$ cat src/rtl/ctx_pkg.sv
package ctx_pkg;

  typedef enum logic [2:0] {
    S_IDLE,
    S_START,
    S_DATA,
    S_STALL,
    S_CRC,
    S_END
  } ser_state_e;

  localparam int          CRC_W    = 16;
  localparam logic [15:0] CRC_POLY = 16'h1021;

  // One bit of the serial CRC: feedback is the top bit XOR the data bit.
  function automatic logic [15:0] crc16_bit(input logic [15:0] c, input logic b);
    logic fb;
    fb = c[15] ^ b;
    return {c[14:0], 1'b0} ^ (fb ? CRC_POLY : 16'h0000);
  endfunction

  // A zero length field means one byte.
  function automatic int unsigned eff_len(input int unsigned raw);
    return (raw == 0) ? 1 : raw;
  endfunction

endpackage

$ cat src/rtl/ctx_fifo_pair.sv
module ctx_fifo_pair #(
  parameter int DEPTH = 8,
  parameter int DW    = 8
) (
  input  logic          clk,
  input  logic          rst_n,
  input  logic          enable,
  input  logic          wr_en,
  input  logic [DW-1:0] wr_data,
  input  logic          pop,
  output logic [DW-1:0] rd_data,
  output logic          avail,
  output logic [1:0]    empty,
  output logic          wr_rej
);
  localparam int            CW      = $clog2(DEPTH + 1);
  localparam int            IW      = $clog2(DEPTH);
  localparam logic [CW-1:0] DEPTH_C = CW'(DEPTH);

  logic          wsel_q, rsel_q;
  logic [CW-1:0] cnt_w  [2];
  logic [1:0]    rdy_w;
  logic [DW-1:0] dout_w [2];
  logic          wr_acc, pop_ok;

  assign wr_acc  = enable & wr_en & ~rdy_w[wsel_q];
  assign wr_rej  = enable & wr_en &  rdy_w[wsel_q];
  assign avail   = rdy_w[rsel_q];
  assign pop_ok  = pop & avail;
  assign rd_data = dout_w[rsel_q];

  for (genvar b = 0; b < 2; b++) begin : g_bank
    localparam logic BID = 1'(b);
    logic [DW-1:0] mem_q [DEPTH];
    logic [CW-1:0] cnt_q;
    logic          rdy_q;
    logic          wr_here, rd_here;

    assign wr_here = wr_acc & (wsel_q == BID);
    assign rd_here = pop_ok & (rsel_q == BID);

    always_ff @(posedge clk) begin
      if (wr_here) mem_q[cnt_q[IW-1:0]] <= wr_data;
    end

    always_ff @(posedge clk or negedge rst_n) begin
      if (!rst_n) begin
        cnt_q <= '0;
        rdy_q <= 1'b0;
      end else if (wr_here) begin
        cnt_q <= cnt_q + CW'(1);
        if (cnt_q == DEPTH_C - CW'(1)) rdy_q <= 1'b1;
      end else if (rd_here) begin
        cnt_q <= cnt_q - CW'(1);
        if (cnt_q == CW'(1)) rdy_q <= 1'b0;
      end
    end

    assign cnt_w[b]  = cnt_q;
    assign rdy_w[b]  = rdy_q;
    assign dout_w[b] = mem_q[IW'(DEPTH_C - cnt_q)];
    assign empty[b]  = (cnt_q == '0);
  end

  always_ff @(posedge clk or negedge rst_n) begin
    if (!rst_n) begin
      wsel_q <= 1'b0;
      rsel_q <= 1'b0;
    end else begin
      if (wr_acc && cnt_w[wsel_q] == DEPTH_C - CW'(1)) wsel_q <= ~wsel_q;
      if (pop_ok && cnt_w[rsel_q] == CW'(1))           rsel_q <= ~rsel_q;
    end
  end

endmodule

$ cat src/rtl/ctx_serializer.sv
module ctx_serializer
  import ctx_pkg::*;
#(
  parameter int DW    = 8,
  parameter int LEN_W = 10
) (
  input  logic             clk,
  input  logic             rst_n,
  input  logic             enable,
  input  logic             run,
  input  logic [LEN_W-1:0] blk_len,
  input  logic             avail,
  input  logic [DW-1:0]    byte_in,
  output logic             pop,
  output logic             dat_out,
  output logic             dat_oe,
  output logic             stall_evt
);
  localparam int BC_W = $clog2(CRC_W);

  ser_state_e       st_q;
  logic [DW-1:0]    sh_q;
  logic [BC_W-1:0]  bitc_q;
  logic [LEN_W-1:0] left_q;
  logic [15:0]      crc_q;
  logic             byte_end, last_byte, start_ok;

  assign byte_end  = (st_q == S_DATA) && (bitc_q == BC_W'(DW - 1));
  assign last_byte = (left_q <= LEN_W'(1));
  assign start_ok  = (st_q == S_IDLE) && run && avail;

  assign pop = enable & (start_ok
                        | (byte_end && !last_byte && avail)
                        | ((st_q == S_STALL) && avail));
  assign stall_evt = enable & byte_end & ~last_byte & ~avail;

  always_ff @(posedge clk or negedge rst_n) begin
    if (!rst_n) begin
      st_q   <= S_IDLE;
      sh_q   <= '0;
      bitc_q <= '0;
      left_q <= '0;
      crc_q  <= '0;
    end else if (!enable) begin
      st_q <= S_IDLE;
    end else begin
      case (st_q)
        S_IDLE: if (start_ok) begin
          sh_q   <= byte_in;
          left_q <= LEN_W'(eff_len(int'(blk_len)));
          crc_q  <= '0;
          bitc_q <= '0;
          st_q   <= S_START;
        end
        S_START: st_q <= S_DATA;
        S_DATA: begin
          crc_q <= crc16_bit(crc_q, sh_q[DW-1]);
          sh_q  <= {sh_q[DW-2:0], 1'b0};
          if (byte_end) begin
            bitc_q <= '0;
            if (last_byte) begin
              st_q <= S_CRC;
            end else begin
              left_q <= left_q - LEN_W'(1);
              if (avail) sh_q <= byte_in;
              else       st_q <= S_STALL;
            end
          end else begin
            bitc_q <= bitc_q + BC_W'(1);
          end
        end
        S_STALL: if (avail) begin
          sh_q <= byte_in;
          st_q <= S_DATA;
        end
        S_CRC: begin
          crc_q <= {crc_q[14:0], 1'b0};
          if (bitc_q == BC_W'(CRC_W - 1)) begin
            bitc_q <= '0;
            st_q   <= S_END;
          end else begin
            bitc_q <= bitc_q + BC_W'(1);
          end
        end
        S_END:   st_q <= S_IDLE;
        default: st_q <= S_IDLE;
      endcase
    end
  end

  always_comb begin
    case (st_q)
      S_START: dat_out = 1'b0;
      S_DATA:  dat_out = sh_q[DW-1];
      S_CRC:   dat_out = crc_q[15];
      default: dat_out = 1'b1;
    endcase
  end

  assign dat_oe = (st_q != S_IDLE);

endmodule

$ cat src/rtl/ctx_status.sv
module ctx_status (
  input  logic       clk,
  input  logic       rst_n,
  input  logic       enable,
  input  logic       wr_rej,
  input  logic       stall_evt,
  input  logic [1:0] empty,
  input  logic [1:0] mask,
  output logic       underrun,
  output logic       overflow,
  output logic       irq
);
  always_ff @(posedge clk or negedge rst_n) begin
    if (!rst_n) begin
      underrun <= 1'b0;
      overflow <= 1'b0;
    end else if (!enable) begin
      underrun <= 1'b0;
      overflow <= 1'b0;
    end else begin
      if (stall_evt) underrun <= 1'b1;
      if (wr_rej)    overflow <= 1'b1;
    end
  end

  assign irq = enable & |(empty & ~mask);

endmodule

$ cat src/rtl/card_tx_pingpong.sv
module card_tx_pingpong #(
  parameter int DEPTH = 8,
  parameter int DW    = 8,
  parameter int LEN_W = 10
) (
  input  logic             clk,
  input  logic             rst_n,
  input  logic             xmit_sel,
  input  logic             run_en,
  input  logic [LEN_W-1:0] blk_len,
  input  logic             wr_en,
  input  logic [DW-1:0]    wr_data,
  input  logic             mask_a,
  input  logic             mask_b,
  output logic             dat_out,
  output logic             dat_oe,
  output logic             empty_a,
  output logic             empty_b,
  output logic             irq,
  output logic             underrun,
  output logic             overflow
);
  logic          pop_evt, wr_rej, stall_evt, avail;
  logic [DW-1:0] rd_byte;
  logic [1:0]    empty_v;

  ctx_fifo_pair #(.DEPTH(DEPTH), .DW(DW)) u_fifo (
    .clk(clk), .rst_n(rst_n), .enable(xmit_sel),
    .wr_en(wr_en), .wr_data(wr_data),
    .pop(pop_evt), .rd_data(rd_byte), .avail(avail),
    .empty(empty_v), .wr_rej(wr_rej)
  );

  ctx_serializer #(.DW(DW), .LEN_W(LEN_W)) u_ser (
    .clk(clk), .rst_n(rst_n), .enable(xmit_sel), .run(run_en),
    .blk_len(blk_len), .avail(avail), .byte_in(rd_byte),
    .pop(pop_evt), .dat_out(dat_out), .dat_oe(dat_oe),
    .stall_evt(stall_evt)
  );

  ctx_status u_stat (
    .clk(clk), .rst_n(rst_n), .enable(xmit_sel),
    .wr_rej(wr_rej), .stall_evt(stall_evt),
    .empty(empty_v), .mask({mask_b, mask_a}),
    .underrun(underrun), .overflow(overflow), .irq(irq)
  );

  assign empty_a = empty_v[0];
  assign empty_b = empty_v[1];

endmodule

$ cat config.mk
export PLATFORM = sky130hd
export DESIGN_NAME = card_tx_pingpong
export DESIGN_NICKNAME = d
export VERILOG_FILES = /design/src/rtl/ctx_pkg.sv /design/src/rtl/ctx_fifo_pair.sv /design/src/rtl/ctx_serializer.sv /design/src/rtl/ctx_status.sv /design/src/rtl/card_tx_pingpong.sv
export SDC_FILE = /design/constraint.sdc
export NUM_CORES = 1
export LEC_CHECK = 0
export BUFFER_PORTS_ARGS = -buffer_cell sky130_fd_sc_hd__clkbuf_2
export CORE_MARGIN = 2
export CORE_UTILIZATION = 40
export DETAILED_ROUTE_END_ITERATION = 8
export PLACE_DENSITY = 0.59
export SYNTH_ARGS = -nofsm -noshare
export SYNTH_HDL_FRONTEND = slang
export SYNTH_SLANG_ARGS = --single-unit
$ cat constraint.sdc
create_clock -name clk -period 3.2 [get_ports clk]
set_input_delay 0.32 -clock clk [delete_from_list [all_inputs] [get_ports clk]]
set_output_delay 0.32 -clock clk [all_outputs]
set_load 0.03 [all_outputs]
==> impl_metrics.yaml, run 1 <==
status:
  status: "completed"
detailed_routing:
  detail_route.drc_violations: 0
  ant_nets: 0
  vias: 4989
  drt-total-wl_um: 17090
  drt_pass1_iterations: 4
  via_per_inst: 5.581
  wl_per_cell_um: 19.12
  drt_iter0_drc: 422
pwr:
  total_leakage_power_nw: 3.316
  ir_drop_mv: 0.4049
  powerDensity_nw_per_um2: 860.1
setup_path:
  worst_ep_arrival_time_ps: 3050
  critPathLaunchType: "flip-flop"
  critical_path_class: "flip-flop to flip-flop"
  end_kind: "flip-flop"
  crit_fanout: 10
  required_ps: 3530
clock_network:
  clock-sinks: 183
  cts_repair_resize_count: 0
  htree_levels: 4
  cts_hold_buf: 0
  tritoncts: "done"
  numCtsBuffers: 17
  cts_root_buf: "clkbuf_16"
  cts_buffer_depth: 2
  cts.clk_slew.worst_paths_ps: 80
  cts_setup_buffers: 0
  worst_skew_pair.late_latency_ps: 440
global_routing:
  first_global_vias: 4907
  grt_usage: 0.1666
  antenna_found_initial: 0
  grt_max_degree: 43
  grt_pass1_wl_um: 27570
  grt_remaining_overflow: 0
yosys:
  synth_cell_types: 64
  synth_seq_cells: 183
  synth_edf_count: 128
  synth_top_cell_area_share: 0.4731
  yosys_warnings: 0
  synth_top_area_cell: "edfxtp_1"
  synth_commonest_cells: "edfxtp_1 (128), dfrtp_1 (55), nand2_1 (54)"
  async_flop_share: 0.3005
  synth_area_leaders: "edfxtp_1 (47%), dfrtp_1 (17%), mux4_2 (8.9%), nand2_1 (2.5%), o21ai_0 (2.3%)"
  syn_inst: 571
  synthFlopType: "edfxtp_1"
  ys_seq_area_frac: 0.6424
  syn_nets: 605
  yosysMostFrequentCell: "edfxtp_1"
  syn_area_um2: 8125
  avgSynthCellArea_um2: 14.23
floorplanning:
  die_w_um: 146.5
  die_h_um: 146.5
  initial_core_util: 0.4042
  core_area_um2: 20100
  num_rows: 52
  dieArea_um2: 21470
  io_pins: 32
sta:
  max_freq_ghz: 0.3672
  clock_skew_ps: 19.32
  timing.final.crit_period_ps: 2723
  slew_viol_final: 0
  setup_tns_ps: 0
  setup_violations: 0
  grt_setup_unrepaired: "no"
  setup_slack_ps: 476.9
  relSlewSlack: 0.2399
  worst_pin_slew_ps: 1140
  finalCritPeriodShare: 0.8510
  whs_ps: 101.6
  finalHoldViolCount: 0
finish:
  antenna_cells: 0
  area_growth_pct: 14.34
  nFillCells: 1728
  stdcell_area_um2: 9290
  final_layout_size_suffix_gt1_frac: 0.2196
  nets: 645
  post-route-util: 0.4621
run:
  drv_cap: 0
hold_path:
  holdCritPathClass: "input pin to asynchronous set/reset pin"
placement:
  dp_hpwl_um: 11350
  place_area_um2: 8653
  portBuffers: 31
  place_congestion: 0.7930
  place_ws_ps: 511.3
-- flip-flops by register name (all words and copies together) (netlist names), 2 cells and up --
| signal | cells |
|---|---|
| u_fifo.g_bank.mem_q | 128 |
| u_ser.crc_q | 16 |
| u_ser.left_q | 10 |
| u_fifo.g_bank.cnt_q | 8 |
| u_ser.sh_q | 8 |
| u_ser.bitc_q | 4 |
| u_ser.st_q | 3 |
| u_fifo.g_bank.rdy_q | 2 |
-- final timing paths --
kind | endpoint | from | slack (ps) | depth (start not counted)
worst min-delay path | u_fifo.g_bank[0].cnt_q[2] | rst_n | 100 | 1
worst max-delay path | u_ser.sh_q[5] | u_fifo.g_bank[1].cnt_q[1] | 480 | 7
worst max register to register | u_ser.sh_q[5] | u_fifo.g_bank[1].cnt_q[1] | 480 | 7
max in group asynchronous | u_ser.sh_q[7] | rst_n | 2260 | 2
worst min register to register | u_ser.crc_q[14] | u_ser.crc_q[14] | 480 | 2
min in group clk | u_ser.left_q[2] | blk_len[2] | 200 | 3
-- cells by family after synthesis --
group                    share of synthesized area
AO/OA/AOI/OAI                              0.09994
XOR/XNOR                                  0.007546
adder cells (fa/ha/maj)                    0.01386
buffers and inverters                      0.02556
flip-flops                                  0.6424
multiplexers                                0.1066
AND/OR/NAND/NOR                             0.1041
-- report_power, final --
part	internal (mW)	switching, mW	total, mW
Sequential	2.80	0.297	3.09
Combinational	1.19	1.53	2.72
Clock	1.15	1.03	2.18
-- placed cells by master (no fill, tap or decap), types with 4 or more instances in the layout --
cell type / netlist / routed
a221o_1: 7 / 7
mux2_2: 4 / 4
ha_1: 9 / 9
nor2b_1: 12 / 12
nor3b_1: 4 / 4
buf_4: 2 / 25
mux4_2: 32 / 32
nor3_1: 20 / 20
nand3b_1: 4 / 4
a21oi_1: 18 / 18
inv_1: 11 / 11
nand2_1: 54 / 54
a211oi_1: 8 / 8
xnor2_1: 4 / 4
nand2b_1: 4 / 4
a31oi_1: 8 / 8
clkbuf_16: 0 / 17
o21ai_0: 37 / 37
dfrtp_1: 55 / 55
a2111oi_0: 7 / 7
clkbuf_2: 0 / 31
clkinv_8: 0 / 5
mux2i_1: 10 / 10
nor2_1: 28 / 28
edfxtp_1: 128 / 128
nor4_1: 9 / 9
-- critical path, stage by stage (launching register included) --
cell,delay [ps]
dfrtp_1,460
inv_1,110
ha_1,590
buf_4,280
mux4_2,340
a211oi_1,400
a2111oi_0,130
a221o_1,300
-- stage by stage --
stage                     power [mW]  std cells
after detailed placement       5.855        862
after global placement         5.818        862
after floorplan                5.140        571
after global routing           8.443        894
final                          7.991        894
after CTS                      8.058        894
-- area by class of cell --
cell class / instances / area (um2) / area share
clock buffers: 17 / 425.4 / 0.04579
well taps: 270 / 337.8 / 0.03636
flip-flops and latches: 183 / 5220 / 0.5619
multi-input cells: 342 / 2711 / 0.2919
repair buffers: 56 / 342.8 / 0.03690
clock inverters: 15 / 211.5 / 0.02276
inverters: 11 / 41.29 / 0.004444
-- routing by layer --
| layer | vias up | part of all wire | GRT usage |
|---|---|---|---|
| met5 | - | 0 | 0 |
| met2 | 123 | 0.48 | 0.2601 |
| met1 | 2541 | 0.46 | 0.2389 |
| met4 | 0 | 0.0098 | 0.04466 |
| li1 | 2314 | - | - |
| met3 | 11 | 0.044 | 0.03563 |
Note: power is estimated with default switching activity, not from simulation.
==> inputs of run 2 (changes only) <==
--- a/config.mk
+++ b/config.mk
@@ -6,7 +6,7 @@
 export NUM_CORES = 1
 export LEC_CHECK = 0
 export BUFFER_PORTS_ARGS = -buffer_cell sky130_fd_sc_hd__clkbuf_2
-export CORE_MARGIN = 2
+export CORE_MARGIN = 10
 export CORE_UTILIZATION = 40
 export DETAILED_ROUTE_END_ITERATION = 8
 export PLACE_DENSITY = 0.59
==> run 2 against run 1 <==
Net effect:
- global-route usage decreased by 3.1 points
- first-iteration DRC count decreased by 12%
- clock skew shrank 5.6 ps
- wire length up 0.62%
- power shrank 0.21%
- clock-buffer cell count stayed put
- flip-flop and latch count unchanged
- final area up 0.27%
- maximum frequency increased by 2.8%
- highest routed layer unchanged
==> impl_metrics.yaml, run 2 (synthesis gave the netlist of run 1 again) <==
setup_path:
  required_ps: 3520
  worst_ep_arrival_time_ps: 2970
  cp_slowest_cell: "ha_1"
  critPathLaunchType: "flip-flop"
  end_kind: "flip-flop"
  crit_fanout: 15
  crit_family: "adder cells"
  reg2reg_from: "u_fifo.g_bank[0].cnt_q[1]"
  path_depth: 7
  cp.buffers_inverters: 2
  startpoint: "u_fifo.g_bank[0].cnt_q[1]"
  reg2reg_depth: 7
  critical_path_class: "flip-flop to flip-flop"
  max_stage_delay_ps: 790
  worstPathCellList: "inv_1 -> ha_1 -> buf_4 -> mux4_2 -> mux2i_1 -> a2111oi_0 -> a221o_1"
finish:
  register_area_um2: 5220
  final_common_cell: "edfxtp_1"
  antenna_cells: 0
  final_layout_size_suffix_gt1_frac: 0.2245
  largest_reg_flops: 128
  area_growth_pct: 14.64
  layout_common_cells: "edfxtp_1 (128), dfrtp_1 (55), nand2_1 (54), o21ai_0 (37), mux4_2 (32)"
  stdcell_area_um2: 9315
  nets: 649
  multiInputGateArea_um2: 2711
  final_cell_count_no_fill: 898
  nFillCells: 1746
detailed_routing:
  ant_nets: 0
  detail_route.drc_violations: 0
  wl_per_cell_um: 19.15
  vias: 4984
  drt-total-wl_um: 17200
  drt_iter0_drc: 372
  drt_pass1_iterations: 6
  via_per_inst: 5.550
placement:
  placed_cells: 866
  portBuffers: 31
  dp_hpwl_um: 11620
  place_area_um2: 8683
  place_congestion: 0.8377
sta:
  clock_skew_ps: 13.71
  finalHoldViolCount: 0
  worst_pin_slew_ps: 986.3
  grt_setup_unrepaired: "no"
  timing.final.crit_period_ps: 2648
  finalCritPeriodShare: 0.8276
  setup_violations: 0
  slew_viol_final: 0
  relSlewSlack: 0.3425
  max_freq_ghz: 0.3776
  setup_tns_ps: 0
clock_network:
  cts_setup_buffers: 0
  cts.clk_slew.worst_paths_ps: 80
  cts_repair_resize_count: 0
  cts_buffer_depth: 2
  tritoncts: "done"
  clock-sinks: 183
  htree_levels: 4
  cts_hold_buf: 0
  cts_root_buf: "clkbuf_16"
  numCtsBuffers: 17
  worst_skew_pair.late_latency_ps: 430
floorplanning:
  initial_core_util: 0.4042
  io_pins: 32
  die_w_um: 162.5
  core_area_um2: 20100
  dieArea_um2: 26410
  die_h_um: 162.5
  num_rows: 52
global_routing:
  grt_max_degree: 40
  grt_usage: 0.1358
  grt_pass1_wl_um: 28030
  antenna_found_initial: 0
  grt_remaining_overflow: 0
  first_global_vias: 5014
pwr:
  ir_drop_mv: 0.4602
  powerDensity_nw_per_um2: 856.0
  power_mw: 7.974
  total_leakage_power_nw: 3.329
hold_path:
  holdCritPathClass: "input pin to asynchronous set/reset pin"
status:
  status: "completed"
run:
  drv_cap: 0
## run 2: cell types whose count changed in the layout (fill, tap and decap cells not counted), sizes merged
cell      before  now
clkinvlp       1    2
buf           25   29
bufinv         1    0
## run 2: worst paths after layout
| kind | endpoint | slack, ps |
|---|---|---|
| max | u_ser.sh_q[3] | 550 |
| min | u_ser.left_q[2] | 50 |
| max reg2reg | u_ser.sh_q[3] | 550 |
| min reg2reg | u_ser.crc_q[10] | 480 |
| max in group asynchronous | u_ser.sh_q[4] | 2320 |
| min in group clk | u_ser.left_q[4] | 200 |
## run 2: worst reg2reg max path, delay by kind of cell (launching register included)
kind	cells	cell delay, ps
AOI/OAI and AO/OA	2	410
adders and majority gates	1	790
buffers and inverters	2	400
DFF	1	480
muxes	2	440
## run 2: report_power, final
part / leakage (nW) / switching, mW / internal (mW)
Clock: 0.298 / 1.06 / 1.09
Sequential: 1.87 / 0.308 / 2.80
Combinational: 1.16 / 1.52 / 1.20
## run 2: per-layer routing
layer	wire, um	up-vias	track usage
met3	1056	21	0.03665
met4	295	0	0.04094
met2	8177	150	0.2135
met5	0	-	0
met1	7664	2499	0.1802
li1	-	2314	-
## run 2: layout make-up
cell class | instances | area share
well taps | 270 | 0.03627
inverters | 11 | 0.004433
repair buffers | 60 | 0.04003
clock inverters | 15 | 0.02216
clock buffers | 17 | 0.04567
multi-input cells | 342 | 0.2911
flip-flops and latches | 183 | 0.5604
## run 2: metrics by stage
stage          hold WS, ps    util  setup WS [ps]
6_report             47.94  0.4633          551.6
4_1_cts              75.11  0.4633          493.3
3_3_place_gp         462.6  0.4319          524.7
3_5_place_dp         470.8  0.4319          522.7
5_1_grt              110.8  0.4633          366.5
2_1_floorplan        24.41       -          287.4
==> inputs of run 3 (changes only) <==
==> constraint.sdc (replaced) <==
create_clock -name clk -period 2.7 [get_ports clk]
set_input_delay 0.27 -clock clk [delete_from_list [all_inputs] [get_ports clk]]
set_output_delay 0.27 -clock clk [all_outputs]
set_load 0.03 [all_outputs]
==> run 3 against run 2 <==
Net effect:
- first-iteration DRC count is 14% higher
- sequential share of layout area is 0.44 points lower
- die area stayed put
- setup slack worse by 250 ps
- clock power is 22% higher
- non-clock buffer count is 6 higher
- cell count is 0.78% higher
==> impl_metrics.yaml, run 3 (synthesis gave the netlist of run 1 again) <==
detailed_routing:
  drt-total-wl_um: 17270
  detail_route.drc_violations: 0
  vias: 5073
  drt_iter0_drc: 423
  via_per_inst: 5.606
  drt_pass1_iterations: 5
  ant_nets: 0
  wl_per_cell_um: 19.08
sta:
  worst_pin_slew_ps: 684.2
  finalHoldViolCount: 0
  setup_tns_ps: 0
  finalCritPeriodShare: 0.8873
  clock_skew_ps: 11.46
  relSlewSlack: 0.5439
  setup_violations: 0
  grt_setup_unrepaired: "no"
  slew_viol_final: 0
  timing.final.crit_period_ps: 2396
  whs_ps: 137.7
  max_freq_ghz: 0.4174
clock_network:
  cts_root_buf: "clkbuf_16"
  numCtsBuffers: 17
  cts_repair_resize_count: 0
  clock-sinks: 183
  worst_skew_pair.late_latency_ps: 440
  cts_buffer_depth: 2
  cts_setup_buffers: 0
  cts.clk_slew.worst_paths_ps: 70
  tritoncts: "done"
  cts_hold_buf: 1
  htree_levels: 4
setup_path:
  reg2reg_depth: 5
  max_stage_delay_ps: 550
  worstPathCellList: "or4_4 -> nor4_4 -> o31a_2 -> nor2_1 -> a311o_1"
  critical_path_class: "flip-flop to flip-flop"
  worst_ep_arrival_time_ps: 2720
  reg2reg_to: "u_fifo.g_bank[0].cnt_q[3]"
  critPathLaunchType: "flip-flop"
  reg2reg_from: "u_ser.left_q[4]"
  end_kind: "flip-flop"
  crit_fanout: 12
  crit_family: "simple AND/OR/NAND/NOR gates"
  cp_slowest_cell: "or4_4"
  required_ps: 3020
  r2r_slack_ps: 300
  cp.buffers_inverters: 0
pwr:
  total_leakage_power_nw: 3.374
  powerDensity_nw_per_um2: 1022
  ir_drop_mv: 0.5834
hold_path:
  holdCritPathClass: "input pin to flip-flop"
  hold_depth: 3
  min_from: "blk_len[3]"
  hold_path_end: "u_ser.left_q[3]"
floorplanning:
  io_pins: 32
  core_area_um2: 20100
  die_h_um: 162.5
  dieArea_um2: 26410
  num_rows: 52
  die_w_um: 162.5
  initial_core_util: 0.4042
finish:
  final_common_cell: "edfxtp_1"
  layout_common_cells: "edfxtp_1 (128), dfrtp_1 (55), nand2_1 (54), o21ai_0 (37), buf_4 (33)"
  final_layout_size_suffix_gt1_frac: 0.2303
  nets: 655
  area_growth_pct: 15.55
  largest_reg_flops: 128
placement:
  dp_hpwl_um: 11550
  place_congestion: 0.8910
  portBuffers: 31
global_routing:
  grt_max_degree: 28
  grt_usage: 0.1336
  first_global_vias: 4938
  grt_remaining_overflow: 0
  antenna_found_initial: 1
  grt_pass1_wl_um: 27450
status:
  status: "completed"
run:
  drv_cap: 0
run 3: where the power goes:
group	switching [mW]	total, mW	internal, mW	leakage (nW)
Combinational	1.85	3.32	1.47	1.19
Clock	1.25	2.62	1.36	0.310
Sequential	0.342	3.66	3.31	1.87
Total	3.45	9.59	6.14	3.37
run 3: how the worst max path moves through the flow:
| stage | from | end | depth (start not counted) |
|---|---|---|---|
| global route | u_fifo.g_bank[1].cnt_q[1] | u_ser.sh_q[1] | 8 |
| detailed placement | u_ser.left_q[4] | u_fifo.g_bank[0].cnt_q[3] | 5 |
| global placement | u_ser.left_q[4] | u_fifo.g_bank[0].cnt_q[3] | 5 |
| floorplan | u_fifo.g_bank[0].cnt_q[0] | u_ser.sh_q[1] | 9 |
| finish | u_ser.left_q[4] | u_fifo.g_bank[0].cnt_q[3] | 5 |
| CTS | u_ser.left_q[4] | u_fifo.g_bank[0].cnt_q[3] | 5 |
run 3: area by class of cell:
class                           count  area (um2)
Antenna cell                        1       2.502
Clock buffer                       17       425.4
Clock inverter                     15       217.7
Fill cell                        1737       10720
Inverter                           11       41.29
Multi-Input combinational cell    342        2711
Sequential cell                   183        5220
Tap cell                          270       337.8
Timing Repair Buffer               66       432.9
run 3: through the flow:
stage / area (um2) / worst slack, ps / utilization / std cells / power (mW)
6_report: 9389 / 304.2 / 0.4670 / 905 / 9.594
4_1_cts: 9387 / 285.9 / 0.4669 / 904 / 9.674
5_1_grt: 9387 / 120.0 / 0.4669 / 904 / 10.12
2_1_floorplan: 8128 / 10.02 / - / 571 / 6.099
3_5_place_dp: 8733 / 288.7 / 0.4344 / 871 / 7.021
3_3_place_gp: 8733 / 345.3 / 0.4344 / 871 / 6.976
run 3: worst register-to-register path, stage by stage (launching register included):
cell and delay, ps:
dfrtp_1 480, or4_4 550, nor4_4 450, o31a_2 380
nor2_1 140, a311o_1 290
run 3: layer usage:
| metal | up-vias | wire (um) | track usage |
|---|---|---|---|
| met5 | - | 0 | 0 |
| met4 | 0 | 174 | 0.04467 |
| met3 | 12 | 1139 | 0.03918 |
| met2 | 138 | 7810 | 0.1957 |
| met1 | 2588 | 8147 | 0.1859 |
| li1 | 2335 | - | - |
